$ cat src/rtl/seq_pkg.sv
package seq_pkg;
  localparam int BYTE_W = 8;

  localparam logic [BYTE_W-1:0] OPC_STORE_BYTE = 8'h88;
  localparam logic [BYTE_W-1:0] OPC_STOP       = 8'hF4;
  localparam logic [BYTE_W-1:0] MODE_AL_AT_BX  = 8'h07;

  typedef enum logic [2:0] {
    ST_IDLE,
    ST_FETCH_OP,
    ST_DEC_OP,
    ST_FETCH_MODE,
    ST_DEC_MODE,
    ST_EXEC_WR,
    ST_STOP
  } seq_state_t;

  typedef enum logic [1:0] {
    OK_STORE,
    OK_STOP,
    OK_BAD
  } op_kind_t;
endpackage

$ cat src/rtl/seq_rst_sync.sv
module seq_rst_sync #(
  parameter int STAGES = 2
) (
  input  logic clk,
  input  logic rst_n,
  output logic rst_sync_n
);
  logic [STAGES-1:0] sh_q;
  logic [STAGES-1:0] sh_d;

  always_comb begin
    sh_d = {sh_q[STAGES-2:0], 1'b1};
  end

  always_ff @(posedge clk or negedge rst_n) begin
    if (!rst_n) begin
      sh_q <= '0;
    end else begin
      sh_q <= sh_d;
    end
  end

  assign rst_sync_n = sh_q[STAGES-1];
endmodule

$ cat src/rtl/seq_seg_addr.sv
module seq_seg_addr #(
  parameter int WORD_W    = 16,
  parameter int SEG_SHIFT = 4
) (
  input  logic [WORD_W-1:0]           seg_i,
  input  logic [WORD_W-1:0]           ofs_i,
  output logic [WORD_W+SEG_SHIFT-1:0] phys_o
);
  localparam int ADDR_W = WORD_W + SEG_SHIFT;

  logic [ADDR_W-1:0] seg_scaled;
  logic [ADDR_W-1:0] ofs_ext;

  always_comb begin
    seg_scaled = {seg_i, {SEG_SHIFT{1'b0}}};
    ofs_ext    = {{SEG_SHIFT{1'b0}}, ofs_i};
    phys_o     = seg_scaled + ofs_ext;
  end
endmodule

$ cat src/rtl/seq_regfile.sv
module seq_regfile #(
  parameter int WORD_W = 16
) (
  input  logic              clk,
  input  logic              load_i,
  input  logic              ip_inc_i,
  input  logic [WORD_W-1:0] cs_init,
  input  logic [WORD_W-1:0] ip_init,
  input  logic [WORD_W-1:0] ds_init,
  input  logic [WORD_W-1:0] bx_init,
  input  logic [WORD_W-1:0] ax_init,
  output logic [WORD_W-1:0] cs_o,
  output logic [WORD_W-1:0] ip_o,
  output logic [WORD_W-1:0] ds_o,
  output logic [WORD_W-1:0] bx_o,
  output logic [WORD_W-1:0] ax_o
);
  logic [WORD_W-1:0] cs_q, ip_q, ds_q, bx_q, ax_q;
  logic [WORD_W-1:0] ip_d;
  logic              ip_en;

  always_comb begin
    ip_en = load_i | ip_inc_i;
    if (load_i) begin
      ip_d = ip_init;
    end else begin
      ip_d = ip_q + WORD_W'(1);
    end
  end

  always_ff @(posedge clk) begin
    if (load_i) begin
      cs_q <= cs_init;
      ds_q <= ds_init;
      bx_q <= bx_init;
      ax_q <= ax_init;
    end
    if (ip_en) begin
      ip_q <= ip_d;
    end
  end

  assign cs_o = cs_q;
  assign ip_o = ip_q;
  assign ds_o = ds_q;
  assign bx_o = bx_q;
  assign ax_o = ax_q;

  AST_IP_STEP_ONE: assert property (@(posedge clk) disable iff (load_i)
    !$stable(ip_q) |-> (ip_q == $past(ip_q) + WORD_W'(1)));
endmodule

$ cat src/rtl/seq_decode.sv
module seq_decode
  import seq_pkg::*;
(
  input  logic [BYTE_W-1:0] op_i,
  input  logic [BYTE_W-1:0] mode_i,
  output op_kind_t          kind_o,
  output logic              mode_ok_o
);
  always_comb begin
    unique case (op_i)
      OPC_STORE_BYTE: kind_o = OK_STORE;
      OPC_STOP:       kind_o = OK_STOP;
      default:        kind_o = OK_BAD;
    endcase
    mode_ok_o = (mode_i == MODE_AL_AT_BX);
  end
endmodule

$ cat src/rtl/seq_fetch_exec.sv
module seq_fetch_exec
  import seq_pkg::*;
#(
  parameter int WORD_W    = 16,
  parameter int SEG_SHIFT = 4
) (
  input  logic                        clk,
  input  logic                        rst_n,
  input  logic [WORD_W-1:0]           cs_init,
  input  logic [WORD_W-1:0]           ip_init,
  input  logic [WORD_W-1:0]           ds_init,
  input  logic [WORD_W-1:0]           bx_init,
  input  logic [WORD_W-1:0]           ax_init,
  output logic                        bus_req,
  output logic                        bus_wr,
  output logic [WORD_W+SEG_SHIFT-1:0] bus_addr,
  output logic [BYTE_W-1:0]           bus_wdata,
  input  logic [BYTE_W-1:0]           bus_rdata,
  input  logic                        bus_done,
  output logic [WORD_W-1:0]           ip_o,
  output logic                        halted,
  output logic                        error
);
  localparam int ADDR_W = WORD_W + SEG_SHIFT;

  logic              rst_sync_n;
  seq_state_t        state_q, state_d;
  logic [BYTE_W-1:0] op_q, mode_q;
  logic              err_q, err_d;
  logic              op_en, mode_en, ip_inc;
  logic [WORD_W-1:0] cs_v, ip_v, ds_v, bx_v, ax_v;
  logic [WORD_W-1:0] seg_sel, ofs_sel;
  logic [ADDR_W-1:0] phys;
  op_kind_t          kind;
  logic              mode_ok;

  seq_rst_sync #(.STAGES(2)) u_rst (
    .clk        (clk),
    .rst_n      (rst_n),
    .rst_sync_n (rst_sync_n)
  );

  seq_regfile #(.WORD_W(WORD_W)) u_regs (
    .clk      (clk),
    .load_i   (!rst_sync_n),
    .ip_inc_i (ip_inc),
    .cs_init  (cs_init),
    .ip_init  (ip_init),
    .ds_init  (ds_init),
    .bx_init  (bx_init),
    .ax_init  (ax_init),
    .cs_o     (cs_v),
    .ip_o     (ip_v),
    .ds_o     (ds_v),
    .bx_o     (bx_v),
    .ax_o     (ax_v)
  );

  seq_decode u_dec (
    .op_i      (op_q),
    .mode_i    (mode_q),
    .kind_o    (kind),
    .mode_ok_o (mode_ok)
  );

  always_comb begin
    if (state_q == ST_EXEC_WR) begin
      seg_sel = ds_v;
      ofs_sel = bx_v;
    end else begin
      seg_sel = cs_v;
      ofs_sel = ip_v;
    end
  end

  seq_seg_addr #(.WORD_W(WORD_W), .SEG_SHIFT(SEG_SHIFT)) u_addr (
    .seg_i  (seg_sel),
    .ofs_i  (ofs_sel),
    .phys_o (phys)
  );

  // next-state logic
  always_comb begin
    state_d = state_q;
    err_d   = err_q;
    op_en   = 1'b0;
    mode_en = 1'b0;
    ip_inc  = 1'b0;
    unique case (state_q)
      ST_IDLE: state_d = ST_FETCH_OP;
      ST_FETCH_OP: begin
        if (bus_done) begin
          op_en   = 1'b1;
          ip_inc  = 1'b1;
          state_d = ST_DEC_OP;
        end
      end
      ST_DEC_OP: begin
        unique case (kind)
          OK_STORE: state_d = ST_FETCH_MODE;
          OK_STOP:  state_d = ST_STOP;
          default: begin
            state_d = ST_STOP;
            err_d   = 1'b1;
          end
        endcase
      end
      ST_FETCH_MODE: begin
        if (bus_done) begin
          mode_en = 1'b1;
          ip_inc  = 1'b1;
          state_d = ST_DEC_MODE;
        end
      end
      ST_DEC_MODE: begin
        if (mode_ok) begin
          state_d = ST_EXEC_WR;
        end else begin
          state_d = ST_STOP;
          err_d   = 1'b1;
        end
      end
      ST_EXEC_WR: begin
        if (bus_done) begin
          state_d = ST_FETCH_OP;
        end
      end
      default: state_d = ST_STOP;
    endcase
  end

  // state registers
  always_ff @(posedge clk or negedge rst_sync_n) begin
    if (!rst_sync_n) begin
      state_q <= ST_IDLE;
      err_q   <= 1'b0;
      op_q    <= '0;
      mode_q  <= '0;
    end else begin
      state_q <= state_d;
      err_q   <= err_d;
      if (op_en) begin
        op_q <= bus_rdata;
      end
      if (mode_en) begin
        mode_q <= bus_rdata;
      end
    end
  end

  assign bus_req   = (state_q == ST_FETCH_OP) || (state_q == ST_FETCH_MODE) ||
                     (state_q == ST_EXEC_WR);
  assign bus_wr    = (state_q == ST_EXEC_WR);
  assign bus_addr  = phys;
  assign bus_wdata = ax_v[BYTE_W-1:0];
  assign ip_o      = ip_v;
  assign halted    = (state_q == ST_STOP);
  assign error     = err_q;

  AST_REQ_HOLD: assert property (@(posedge clk) disable iff (!rst_sync_n)
    (bus_req && !bus_done) |=> (bus_req && $stable(bus_addr) && $stable(bus_wr) &&
                                $stable(bus_wdata)));
  AST_HALT_STICKY: assert property (@(posedge clk) disable iff (!rst_sync_n)
    halted |=> halted);
  AST_ERROR_STICKY: assert property (@(posedge clk) disable iff (!rst_sync_n)
    error |=> error);
  AST_HALT_QUIET: assert property (@(posedge clk) disable iff (!rst_sync_n)
    halted |-> !bus_req);
  AST_ERROR_HALTS: assert property (@(posedge clk) disable iff (!rst_sync_n)
    error |-> halted);
  AST_WRITE_AFTER_TWO: assert property (@(posedge clk) disable iff (!rst_sync_n)
    $rose(bus_wr) |-> $past(ip_v) == ip_v);
endmodule

$ cat config.mk
export PLATFORM = sky130hd
export DESIGN_NAME = seq_fetch_exec
export DESIGN_NICKNAME = d
export VERILOG_FILES = /design/src/rtl/seq_pkg.sv /design/src/rtl/seq_rst_sync.sv /design/src/rtl/seq_seg_addr.sv /design/src/rtl/seq_regfile.sv /design/src/rtl/seq_decode.sv /design/src/rtl/seq_fetch_exec.sv
export SDC_FILE = /design/constraint.sdc
export NUM_CORES = 1
export LEC_CHECK = 0
export BUFFER_PORTS_ARGS = -buffer_cell sky130_fd_sc_hd__buf_2
export CORE_ASPECT_RATIO = 1.1
export CORE_MARGIN = 2
export CORE_UTILIZATION = 38
export CTS_CLUSTER_SIZE = 28
export DETAILED_ROUTE_END_ITERATION = 10
export GPL_TIMING_DRIVEN = 0
export MAX_ROUTING_LAYER = met4
export PLACE_DENSITY = 0.69
export SLEW_MARGIN = 20
export SYNTH_ARGS = -nofsm -noshare
export SYNTH_HDL_FRONTEND = slang
export SYNTH_SLANG_ARGS = --single-unit
$ cat constraint.sdc
create_clock -name clk -period 4.98 [get_ports clk]
set_clock_uncertainty 0.2 [all_clocks]
set_input_delay 0.747 -clock clk [delete_from_list [all_inputs] [get_ports clk]]
set_output_delay 0.747 -clock clk [all_outputs]
set_load 0.05 [all_outputs]
==> qor.yml <==
netlist_area_sq_um: 4530
cap_violations: 0
ys.flop_type: "edfxtp_1"
dp_hpwl_um: 8110
nets: 640
route.detailed.drc: 0
diodes: 0
dr.pass1.iters: 4
status: "finished, final reports clean"
setup_violations: 0
slew_viol_final: 0
synth.area.top_cells: "edfxtp_1, dfrtp_1, nand2_1, mux2_2, ha_1"
min_from: "u_rst.sh_q[0]$_DFF_PN0_"
p_comb_share_pct: 21.3
drt_iter0_drc: 135
end_kind: "primary output"
gr-total-overflow: 0
synth_common_cells: "nand2_1, edfxtp_1, a21oi_1"
fin_crit_ns: 4.78
start_util_pct: 39.3
p_sw_mw: 0.658
synthArstFlopShare_pct: 23.4
swShare_pct: 32.0
syn_inst: 392
yosys_warnings: 0
ant_nets: 0
critPathLaunch: "state_q[1]$_DFFE_PN0P_"
grt_pass1_vias: 3549
coreArea_sq_um: 11500
die-area_sq_um: 12800
die_width_um: 108
maxSlewHeadroom_pct: 37.7
portBuffers: 130
post_cts_resized: 0
synth_seq_cells: 94
cts_tree: "done"
r2r-start: "u_rst.sh_q[1]$_DFF_PN0_"
worst_pin_slew_ns: 0.934
period_share_pct: 96.0
postCtsSetupBuffers: 0
synthesis.nets: 497
drive_gt1_share_pct: 33.9
clk_pin_slew_ns: 0.07
hold_ws_ns: 0.164
clock_latency_ns: 0.34
dieHeight_um: 119
power.density_nw_per_um2: 362
htreeDepth: 3
seq_power_share_pct: 46.5
cts_num_sinks: 94
synth_area_leader_cell: "edfxtp_1"
cts_root_buf: "clkbuf_16"
syn_to_final_growth_pct: 25.5
cts_max_path_buffers: 2
clock_power_share_pct: 32.3
hold_path.class: "flop to flop"
grt_pass1_wl_um: 17200
crit_type: "flop to primary output"
fillers: 1064
peakVddDrop_uv: 205
ys_seq_area_share_pct: 59.9
synth_top_area_share_pct: 47.7
cts_buffers: 9
grt_setup_unrepaired: "no"
grt_max_degree: 59
post_drt_wl_per_cell_um: 15.9
num_vias: 3487
startpoint_type: "flop"
ys_types: 51
post-synth-top-count-cell: "nand2_1"
p_leak_nw: 2.50
via_per_inst: 5.05
syn_avg_cell_area_sq_um: 11.6
finalHoldViolCount: 0
track_usage_pct: 18.0
synth_edf_count: 72
hold_buffers: 1
antenna_found_initial: 0
critPathMaxFanout: 10
area.sequential_sq_um: 2710
multi_input_area_sq_um: 1740
required_ns: 4.03
gp_congestion: 0.879
intPower_mw: 1.40
routed_wl_um: 11000
row_count: 41
max_freq_ghz: 0.209
tns_ns: 0
ios: 139
cp.arrival_ns: 3.84
layout make-up:
type	count	area share, %
buffer	13	1.06
clock buffer	9	3.96
clock inverter	7	1.03
inverter	6	0.440
multi-input combinational	279	30.6
sequential	94	47.7
tap	150	3.30
timing repair buffer	132	11.9
logic make-up after synthesis:
family	Yosys count	share of synthesized area, %
simple gates	160	15.8
flops	94	59.9
compound gates	56	8.04
xor+xnor	27	5.22
mux	21	5.11
buf+inv	19	1.82
fa+ha+maj	14	4.03
other cells	1	0.0828
state kept, by name, indices dropped and copies added (netlist names):
register     flops
u_rst.sh_q       2
u_regs.ax_o      8
mode_q           8
u_regs.ds_o     16
u_regs.bx_o     16
error            1
u_regs.cs_o     16
op_q             8
u_regs.ip_o     16
state_q          3
stage by stage:
step	instance area [sq um]	setup slack (ns)	total power, mW	std cells	utilization (%)
2_1_floorplan	4530	0.432	1.29	392	-
3_3_place_gp	5370	0.562	1.40	672	46.5
3_5_place_dp	5390	0.525	1.41	673	46.7
4_1_cts	5680	0.147	2.08	690	49.2
5_1_grt	5680	0.00633	2.14	690	49.2
6_report	5680	0.197	2.06	690	49.2
power groups by stage:
stage	registers, mW	clock network, mW	logic, mW
after floorplan	1.02	0	0.263
final	0.957	0.664	0.437
after global placement	0.972	0	0.428
after CTS	0.957	0.681	0.439
after detailed placement	0.973	0	0.437
after global routing	0.965	0.712	0.465
layout by cell type, fill, tap and decap left out, drive strengths merged, types with 2 or more instances in the layout:
cell	count
nand3	10
nand4	5
o211ai	2
o21a	2
dfrtp	22
mux2	17
a311oi	2
a21o	4
edfxtp	72
inv	8
nand2	96
clkbuf	14
o21ai	4
nor3b	2
nor4	2
and2	2
buf	139
clkinv	4
nor3	5
mux2i	4
xnor2	15
ha	13
a311o	2
a31oi	3
xor2	12
and3	5
a21oi	29
nor2	25
metal layers:
| metal | GRT usage [%] | wire length (um) | up-vias |
|---|---|---|---|
| li1 | - | - | 1696 |
| met1 | 20.7 | 4580 | 1663 |
| met2 | 29.5 | 5430 | 110 |
| met3 | 4.96 | 750 | 18 |
| met4 | 7.37 | 229 | 0 |
| met5 | - | 0 | - |
worst paths after layout:
path | to | slack, ns | cells after the start
worst max-delay path | bus_addr[14] | 0.20 | 14
worst min-delay path | u_rst.sh_q[1]$_DFF_PN0_ | 0.16 | 0
worst max register to register | u_regs.ip_o[0]$_DFFE_PP_ | 2.47 | 4
worst min register to register | u_rst.sh_q[1]$_DFF_PN0_ | 0.16 | 0
max in group asynchronous | mode_q[5]$_DFFE_PN0P_ | 3.82 | 0
min in group asynchronous | mode_q[1]$_DFFE_PN0P_ | 0.19 | 0
critical path: stages (launching register included):
cell	delay, ns
dfrtp_1	0.35
buf_2	0.16
nand3b_4	0.22
clkbuf_1	0.28
buf_2	0.28
nand2_1	0.09
nand2_1	0.06
ha_1	0.23
fa_1	0.41
a21o_2	0.25
a311o_2	0.40
o2111ai_2	0.13
a311oi_1	0.17
xor2_1	0.18
buf_2	0.29
No activity file was read; power rests on OpenSTA's default activity.
